`src/rtl/fsup_pkg.sv`:
```
package fsup_pkg;

  typedef enum logic [1:0] {
    CLS_NONE  = 2'd0,
    CLS_SHORT = 2'd1,
    CLS_LONG  = 2'd2
  } retryClass_t;

  typedef struct packed {
    logic clearAll;
    logic loadShort;
    logic loadLong;
  } dpStrobe_t;

  localparam logic [2:0] CODE_NONE    = 3'd0;
  localparam logic [2:0] CODE_UNPOWER = 3'd1;
  localparam logic [2:0] CODE_THERMAL = 3'd2;
  localparam logic [2:0] CODE_SHORT   = 3'd3;
  localparam logic [2:0] CODE_LONG    = 3'd4;
  localparam logic [2:0] CODE_LATCH   = 3'd5;

endpackage

```
`src/rtl/fsup_datapath.sv`:
```
module fsup_datapath
  import fsup_pkg::*;
#(
  parameter int TICK_DIV    = 100000,
  parameter int SHORT_TICKS = 1000,
  parameter int LONG_TICKS  = 30000,
  parameter int AVG_W       = 8,
  parameter int AVG_SHIFT   = 8,
  parameter int LIMIT_PCT   = 10
) (
  input  logic      clk,
  input  logic      rstN,
  input  dpStrobe_t strobe,
  input  logic      clampActive,
  output logic      timerIdle,
  output logic      clampOver
);

  localparam int PRE_W   = $clog2(TICK_DIV + 1);
  localparam int TMR_W   = $clog2(LONG_TICKS + 1);
  localparam int ACC_W   = AVG_W + AVG_SHIFT;
  localparam int FULL    = (1 << AVG_W) - 1;
  localparam int LIMIT   = (FULL * LIMIT_PCT) / 100;
  localparam int ACC_MAX = FULL << AVG_SHIFT;

  logic             tick;
  logic [TMR_W-1:0] timer;
  logic [ACC_W-1:0] acc;
  logic [ACC_W-1:0] accNext;
  logic             anyLoad;

  assign anyLoad = strobe.loadShort | strobe.loadLong;

  // millisecond prescaler, restarted on every load so each wait is exact
  generate
    if (TICK_DIV <= 1) begin : g_noPrescale
      assign tick = 1'b1;
    end else begin : g_prescale
      logic [PRE_W-1:0] preCnt;
      always_ff @(posedge clk or negedge rstN) begin
        if (!rstN) begin
          preCnt <= '0;
        end else if (strobe.clearAll || anyLoad || preCnt == PRE_W'(TICK_DIV - 1)) begin
          preCnt <= '0;
        end else begin
          preCnt <= preCnt + 1'b1;
        end
      end
      assign tick = (preCnt == PRE_W'(TICK_DIV - 1));
    end
  endgenerate

  // restart wait counter
  always_ff @(posedge clk or negedge rstN) begin
    if (!rstN) begin
      timer <= '0;
    end else if (strobe.clearAll) begin
      timer <= '0;
    end else if (strobe.loadLong) begin
      timer <= TMR_W'(LONG_TICKS);
    end else if (strobe.loadShort) begin
      timer <= TMR_W'(SHORT_TICKS);
    end else if (tick && timer != '0) begin
      timer <= timer - 1'b1;
    end
  end

  assign timerIdle = (timer == '0);

  // first-order average of clamp on-time
  always_comb begin
    accNext = acc - (acc >> AVG_SHIFT);
    if (clampActive) begin
      accNext = accNext + ACC_W'(FULL);
    end
  end

  always_ff @(posedge clk or negedge rstN) begin
    if (!rstN) begin
      acc <= '0;
    end else if (strobe.clearAll) begin
      acc <= '0;
    end else begin
      acc <= accNext;
    end
  end

  assign clampOver = (acc[ACC_W-1:AVG_SHIFT] > AVG_W'(LIMIT));

  assert_long_load_R5: assert property (@(posedge clk) disable iff (!rstN)
    strobe.loadLong |=> timer == TMR_W'(LONG_TICKS));

  assert_short_load_R3: assert property (@(posedge clk) disable iff (!rstN)
    (strobe.loadShort && !strobe.loadLong && !strobe.clearAll) |=> timer == TMR_W'(SHORT_TICKS));

  assert_avg_bound_R6: assert property (@(posedge clk) disable iff (!rstN)
    acc <= ACC_W'(ACC_MAX));

  assert_clear_R2: assert property (@(posedge clk) disable iff (!rstN)
    strobe.clearAll |=> (timer == '0 && acc == '0));

endmodule

```
`src/rtl/fsup_control.sv`:
```
module fsup_control
  import fsup_pkg::*;
(
  input  logic       clk,
  input  logic       rstN,
  input  logic       vddAboveOn,
  input  logic       vddAboveOff,
  input  logic       dieAboveTrip,
  input  logic       dieBelowRelease,
  input  logic       ocpTrip,
  input  logic       ovpTrip,
  input  logic       olpTrip,
  input  logic       switchOverpower,
  input  logic       timerIdle,
  input  logic       clampOver,
  output dpStrobe_t  strobe,
  output logic       convEnable,
  output logic       clampEnable,
  output logic [2:0] faultCode
);

  logic        powered;
  logic        thermalHot;
  logic        latched;
  retryClass_t activeClass;
  logic        shortEvt;
  logic        longEvt;
  logic        waitLong;

  // supply hysteresis: off point wins over on point
  always_ff @(posedge clk or negedge rstN) begin
    if (!rstN) begin
      powered <= 1'b0;
    end else if (!vddAboveOff) begin
      powered <= 1'b0;
    end else if (vddAboveOn) begin
      powered <= 1'b1;
    end
  end

  // die temperature hysteresis
  always_ff @(posedge clk or negedge rstN) begin
    if (!rstN) begin
      thermalHot <= 1'b0;
    end else if (dieAboveTrip) begin
      thermalHot <= 1'b1;
    end else if (dieBelowRelease) begin
      thermalHot <= 1'b0;
    end
  end

  // clamp overpower latch, released only by supply loss
  always_ff @(posedge clk or negedge rstN) begin
    if (!rstN) begin
      latched <= 1'b0;
    end else if (!powered) begin
      latched <= 1'b0;
    end else if (clampOver) begin
      latched <= 1'b1;
    end
  end

  assign shortEvt = powered & (ocpTrip | ovpTrip | olpTrip);
  assign longEvt  = powered & switchOverpower;
  assign waitLong = (activeClass == CLS_LONG) & ~timerIdle;

  always_comb begin
    strobe.clearAll  = ~powered;
    strobe.loadLong  = longEvt | (shortEvt & waitLong);
    strobe.loadShort = shortEvt & ~strobe.loadLong;
  end

  always_ff @(posedge clk or negedge rstN) begin
    if (!rstN) begin
      activeClass <= CLS_NONE;
    end else if (!powered) begin
      activeClass <= CLS_NONE;
    end else if (strobe.loadLong) begin
      activeClass <= CLS_LONG;
    end else if (strobe.loadShort) begin
      activeClass <= CLS_SHORT;
    end
  end

  always_comb begin
    if (!powered) begin
      faultCode = CODE_UNPOWER;
    end else if (latched) begin
      faultCode = CODE_LATCH;
    end else if (!timerIdle && activeClass == CLS_LONG) begin
      faultCode = CODE_LONG;
    end else if (!timerIdle) begin
      faultCode = CODE_SHORT;
    end else if (thermalHot) begin
      faultCode = CODE_THERMAL;
    end else begin
      faultCode = CODE_NONE;
    end
  end

  assign clampEnable = powered & ~latched;
  assign convEnable  = powered & ~latched & ~thermalHot & timerIdle;

  assert_supply_drop_R1: assert property (@(posedge clk) disable iff (!rstN)
    !vddAboveOff |=> (faultCode == CODE_UNPOWER && !convEnable && !clampEnable));

  assert_latch_hold_R6: assert property (@(posedge clk) disable iff (!rstN)
    (faultCode == CODE_LATCH && vddAboveOff) |=> faultCode == CODE_LATCH);

  assert_thermal_off_R8: assert property (@(posedge clk) disable iff (!rstN)
    dieAboveTrip |=> !convEnable);

  assert_fast_fault_off_R3: assert property (@(posedge clk) disable iff (!rstN)
    (powered && vddAboveOff && (ocpTrip || ovpTrip || olpTrip)) |=> !convEnable);

endmodule

```
`src/rtl/fault_supervisor.sv`:
```
module fault_supervisor
  import fsup_pkg::*;
#(
  parameter int TICK_DIV    = 100000,
  parameter int SHORT_TICKS = 1000,
  parameter int LONG_TICKS  = 30000,
  parameter int AVG_W       = 8,
  parameter int AVG_SHIFT   = 8,
  parameter int LIMIT_PCT   = 10
) (
  input  logic       clk,
  input  logic       rstN,
  input  logic       vddAboveOn,
  input  logic       vddAboveOff,
  input  logic       dieAboveTrip,
  input  logic       dieBelowRelease,
  input  logic       ocpTrip,
  input  logic       ovpTrip,
  input  logic       olpTrip,
  input  logic       switchOverpower,
  input  logic       clampActive,
  output logic       convEnable,
  output logic       clampEnable,
  output logic [2:0] faultCode
);

  dpStrobe_t strobe;
  logic      timerIdle;
  logic      clampOver;

  fsup_control u_control (
    .clk             (clk),
    .rstN            (rstN),
    .vddAboveOn      (vddAboveOn),
    .vddAboveOff     (vddAboveOff),
    .dieAboveTrip    (dieAboveTrip),
    .dieBelowRelease (dieBelowRelease),
    .ocpTrip         (ocpTrip),
    .ovpTrip         (ovpTrip),
    .olpTrip         (olpTrip),
    .switchOverpower (switchOverpower),
    .timerIdle       (timerIdle),
    .clampOver       (clampOver),
    .strobe          (strobe),
    .convEnable      (convEnable),
    .clampEnable     (clampEnable),
    .faultCode       (faultCode)
  );

  fsup_datapath #(
    .TICK_DIV    (TICK_DIV),
    .SHORT_TICKS (SHORT_TICKS),
    .LONG_TICKS  (LONG_TICKS),
    .AVG_W       (AVG_W),
    .AVG_SHIFT   (AVG_SHIFT),
    .LIMIT_PCT   (LIMIT_PCT)
  ) u_datapath (
    .clk         (clk),
    .rstN        (rstN),
    .strobe      (strobe),
    .clampActive (clampActive),
    .timerIdle   (timerIdle),
    .clampOver   (clampOver)
  );

endmodule

```
`config.mk`:
```
export PLATFORM = sky130hd
export DESIGN_NAME = fault_supervisor
export DESIGN_NICKNAME = d
export VERILOG_FILES = /design/src/rtl/fsup_pkg.sv /design/src/rtl/fsup_datapath.sv /design/src/rtl/fsup_control.sv /design/src/rtl/fault_supervisor.sv
export SDC_FILE = /design/constraint.sdc
export NUM_CORES = 1
export LEC_CHECK = 0
export ABC_AREA = 1
export BUFFER_PORTS_ARGS = -buffer_cell sky130_fd_sc_hd__buf_2
export CAP_MARGIN = 0
export CORE_UTILIZATION = 50
export DETAILED_ROUTE_END_ITERATION = 7
export PLACE_DENSITY = 0.67
export SLEW_MARGIN = 25
export SYNTH_ARGS = -nofsm -noshare
export SYNTH_HDL_FRONTEND = slang
export SYNTH_SLANG_ARGS = --single-unit
export TNS_END_PERCENT = 50
```
`constraint.sdc`:
```
create_clock -name clk -period 2.5 [get_ports clk]
set_input_delay 0.125 -clock clk [delete_from_list [all_inputs] [get_ports clk]]
set_output_delay 0.125 -clock clk [all_outputs]
set_load 0.02 [all_outputs]
```
Yosys cells after proc, flatten, opt, wreduce, memory -nomap -nowiden

Cells that the tools add are included.

Register bits: 53
Bits of input ports: 11
Output and inout bits: 5
Logic and storage cells: 64

$add $sub $neg: 4
Order comparisons: 1
Equal/unequal tests: 6
Mux-type cells: 21
Bitwise operators: 17
Reductions and logical operators: 8

Operators by type and width:

| kind                                                   | number |
|---|---|
| two-way mux 15 bit                                     | 4 |
| two-way mux 16 bit                                     | 2 |
| adder 17 x 1 -> 17 bit (second input constant)         | 1 |
| equality test 17 bit (second input constant)           | 1 |
| two-way mux 17 bit                                     | 1 |
| adder 16 x 8 -> 16 bit (second input constant)         | 1 |
| subtractor 16 x 8 -> 16 bit                            | 1 |
| logical NOT 15 bit                                     | 1 |
| nonzero test 15 bit                                    | 1 |
| subtractor 15 x 1 -> 15 bit (second input constant)    | 1 |
| two-way mux 3 bit                                      | 4 |
| bitwise AND 1 bit                                      | 8 |
| > comparator 8 x 5 -> 1 bit (second input constant)    | 1 |
| two-way mux 2 bit                                      | 4 |
| two-way mux 1 bit                                      | 6 |
| inverter 1 bit                                         | 5 |
| inequality test 2 bit (second input constant)          | 2 |
| inequality test 4 x 1 -> 1 bit (second input constant) | 1 |
| bitwise OR 1 bit                                       | 4 |
| inequality test 3 x 1 -> 1 bit (second input constant) | 1 |
| equality test 2 bit (second input constant)            | 1 |
| logical AND 1 bit                                      | 2 |
| logical OR 1 bit                                       | 2 |
| nonzero test 2 bit                                     | 1 |
| logical NOT 1 bit                                      | 1 |

Depth between registers and ports, before layout

Word-level depth: 11
Gate-level depth with buffers: 18
Depth with buffers taken out: 18

By module

A second synthesis with hierarchy kept.

Cell total of the unflattened synthesis: 500
Area, all modules: 3619.7 µm²

Modules (own cells, without submodules):

| module        | instances | cells each | area an instance (µm²) | seq. area each (µm²) |
|---|---|---|---|---|
| fsup_datapath | 1         | 458        | 3318.2                 | 1201.2 |
| fsup_control  | 1         | 42         | 301.5                  | 125.1 |

Worst setup path after synthesis

OpenSTA, ideal clock, no wires.

Path type: register to register
From: register u_datapath.acc[8]
To: register u_datapath.acc[14]
Setup time: 0.114 ns
Data arrival time: 2.062 ns
Required time: 2.386 ns
Slack: 0.324 ns
Cell stages (with the launch flop): 17
Path buffers: 0
Period minus slack after synthesis: 2.176 ns
Path through: dfrtp_1 ha_1 inv_1 fa_1 inv_1 ha_1 inv_1 nor2_1 nand2_1 nor2_1 nand2_1 nor2_1 nor2_1 nand3_1 nand2_1 inv_1 nor2_1

Word-level cells in the longest chain between the ends: 4

Ends and longest elaborated chain:

| item                          | line                | RTL |
|---|---|---|
| start: declaration            | fsup_datapath.sv:28 | `logic [ACC_W-1:0] acc;` |
| start signal: assignment      | fsup_datapath.sv:84 | `acc <= accNext;` |
| subtractor 16 x 8 -> 16 bit * | fsup_datapath.sv:72 | `accNext = acc - (acc >> AVG_SHIFT);` |
| adder 16 x 8 -> 16 bit        | fsup_datapath.sv:74 | `accNext = accNext + ACC_W'(FULL);` |
| two-way mux 16 bit *          | fsup_datapath.sv:73 | `if (clampActive) begin` |
| two-way mux 16 bit *          | fsup_datapath.sv:81 | `end else if (strobe.clearAll) begin` |

Every way passes the cells marked *; elsewhere a longest branch is shown, timed or not.
A chain may end at the register's enable or synchronous reset.

Worst setup path after layout

From: register u_datapath.acc[8]
To: register u_datapath.acc[8]

The elaborated chain is that of the path after synthesis.

==> reports/metrics.cfg <==
[place]
hpwl_mm = 6.347
numPortBuffers = 15
pre_cts_ws_ps = -21.31
place_inst = 630
gp_congestion = 0.8993

[worst_setup_path]
end_kind = register
cp_data_required_time_ps = 2700
r2r_setup_slack_ps = 120
r2r_cells = 14
r2r-start = u_datapath.acc[8]
crit_fanout = 4
start_kind = register
r2r-end = u_datapath.acc[8]
cp.arrival_ps = 2580
worstSetupPathType = reg2reg

[synth]
synth_area_um2 = 3576
synth_area_leader_cell = dfrtp_1
synthArstFlopShare = 1.000
synth_cell_types = 34
synth_edf_count = 0
synth_top_area_frac = 0.3709
yosys_warnings = 0
synth.net_count = 540
yosys_register_bits = 53
yosysSeqAreaShare = 0.3709
avgSynthCellArea_um2 = 6.917
syn_inst = 517
yosysMostFrequentCell = nand2_1
ys.flop_type = dfrtp_1
synthTopCellsByCount = nand2_1, inv_1, nor2_1
synth.area.top_cells = dfrtp_1, nand2_1, inv_1

[power]
sw_frac_of_total = 0.5316
peakVddDrop_uv = 576.3
seqPwrFrac = 0.231
p_per_area_nw_per_um2 = 1155
leakagePower_nw = 2.002
comb_power_share = 0.664
p_int_mw = 2.172
clockPowerShare = 0.105
p_sw_mw = 2.464

[sta]
post-route-period-util = 0.9504
skew_ps = 7.738
period_minus_slack_ps = 2376
fmax_mhz = 420.9
setup-violations-final = 0
final_max_slew_viol_count = 0
setup_ws_ps = 123.9
hold_violations = 0
worstMarginPinSlew_ps = 687.9
slew_headroom = 0.5414

[cts]
max-clock-path-buffers = 2
clk_pin_slew_ps = 100
cts_tree = yes
insertion_delay_ps = 310
cts_buffers = 5
htreeDepth = 2
cts.sinks = 53
clock-root-buffer = clkbuf_8

[global_routing]
grt_pass1_wl_mm = 14.16
track_usage = 0.2410
grt-ovfl-total = 0
grt_max_degree = 54
grt_pass1_vias = 3078
antenna_found_initial = 0

[run_status]
status = finished clean

[finish]
syn_to_final_growth_pct = 12.25
layout.nets = 571
stdcell_count = 645
final_layout_size_suffix_gt1_frac = 0.1184
multiInputGateArea_um2 = 1961
seqCellArea_um2 = 1328
antennaDiodeCount = 0
fill_cells = 678

[worst_hold_path]
holdPathStages = 3
holdPathEnd = u_control.activeClass[1]
hold_path_class = in2reg
min_from = switchOverpower

[die]
rows = 30
die_w_um = 86.57
io_pins = 16
initial_core_util = 0.5206
design.core.area_um2 = 6869
die_area_um2 = 7494
die_h_um = 86.57

[detailed_routing]
ant_nets = 0
dr.pass1.iters = 5
routed_wl_mm = 8.438
vias = 3410
drc_errors = 0
wire_per_inst_um = 13.08
routed_via_density = 5.287
drtIter0Drc = 235

[flow_run]
cap_viol_max_count = 0

-- per-layer routing --
layer	vias to the layer above	global-route usage	routed length, um	part of all wire
li1	1736	-	-	-
met4	0	0.06515	108	0.013
met3	14	0.04190	350	0.041
met5	-	0	0	0
met1	1581	0.3441	4149	0.49
met2	79	0.3781	3829	0.45
-- how the worst max path moves through the flow --
stage	start	end	slack (ps)	cells past startpoint
3_3_place_gp	u_datapath.acc[0]	u_datapath.acc[15]	70	18
5_1_grt	u_datapath.acc[8]	u_datapath.acc[8]	-30	14
3_5_place_dp	u_datapath.acc[8]	u_datapath.acc[13]	-20	17
2_1_floorplan	u_datapath.acc[8]	u_datapath.acc[14]	320	16
4_1_cts	u_datapath.acc[8]	u_datapath.acc[14]	20	14
6_report	u_datapath.acc[8]	u_datapath.acc[8]	120	14
-- power groups by stage --
stage	clock network (mW)	registers (mW)	logic (mW)
final	0.485	1.07	3.08
after global placement	0	1.08	2.72
after detailed placement	0	1.08	2.77
after global routing	0.550	1.09	3.48
after CTS	0.505	1.07	2.80
after floorplan	0	1.06	2.13
-- per-stage QoR --
stage / utilization / hold slack [ps] / TNS (ps) / total power [mW] / area, um2
detailed placement: 0.5515 / 303.2 / -39.73 / 3.854 / 3789
global placement: 0.5515 / 298.2 / 0 / 3.799 / 3789
CTS: 0.5689 / 0.3082 / 0 / 4.375 / 3908
finish: 0.5843 / 165.0 / 0 / 4.636 / 4014
floorplan: - / -170.6 / 0 / 3.186 / 3576
global route: 0.5843 / 197.3 / -83.58 / 5.116 / 4014
-- area by class of cell --
class | count | area share
timing repair buffer | 30 | 0.04988
inverter | 85 | 0.07949
sequential | 53 | 0.3307
multi-input combinational | 373 | 0.4885
clock inverter | 3 | 0.004364
clock buffer | 5 | 0.01714
tap | 96 | 0.02993
-- cells in the final DEF (no fill, tap or decap), drive strengths merged, types with 2 or more instances in the layout --
cell type    synthesis  layout
nand2              117     117
inv                 85      85
nor2                70      70
dfrtp               53      53
nand3               48      48
a21oi               27      27
nor3                27      27
buf                  4      25
o21ai               24      24
nand4               11      11
ha                  11      11
xor2                 8       8
clkbuf               2       5
dlygate4sd3          0       5
o21a                 4       4
or2                  4       4
a211oi               3       3
nor3b                3       3
o211ai               3       3
and3                 2       2
nor4                 2       2
o21bai               2       2
xnor2                2       2
clkinv               0       2
-- registers in the layout, summed over array words and instances (netlist names) --
register	cells
u_control.thermalHot	1
u_datapath.g_prescale.preCnt	17
u_datapath.timer	15
u_control.powered	1
u_control.latched	1
u_control.activeClass	2
u_datapath.acc	16
-- critical path, cell delays in order (launching register included) --
cell     delay [ps]
dfrtp_2         440
ha_1            190
inv_2            90
fa_2            440
inv_1            80
ha_1            160
inv_1            40
nor2_1           90
nand2_1          70
nor2_2          110
nand2_1          80
nor2_2          180
nor2_1           70
o21ai_0         150
a21oi_1          70
-- repair_timing --
item | in CTS | in global routing
endpoints found under the setup margin | 2 | 19
buffers inserted | 0 | 2
gates resized for setup | 1 | 22
pin swaps | 0 | 2
hold buffers | 3 | 2
endpoints found under the hold margin | 55 | 2
-- logic make-up after synthesis --
logic type	count (synthesis)	share of synthesized area
simple gates	285	0.3562
buf+inv	91	0.1011
compound gates	66	0.1032
flops	53	0.3709
fa+ha+maj	12	0.04409
xor+xnor	10	0.02449
Power figures use the tool's default switching activity.
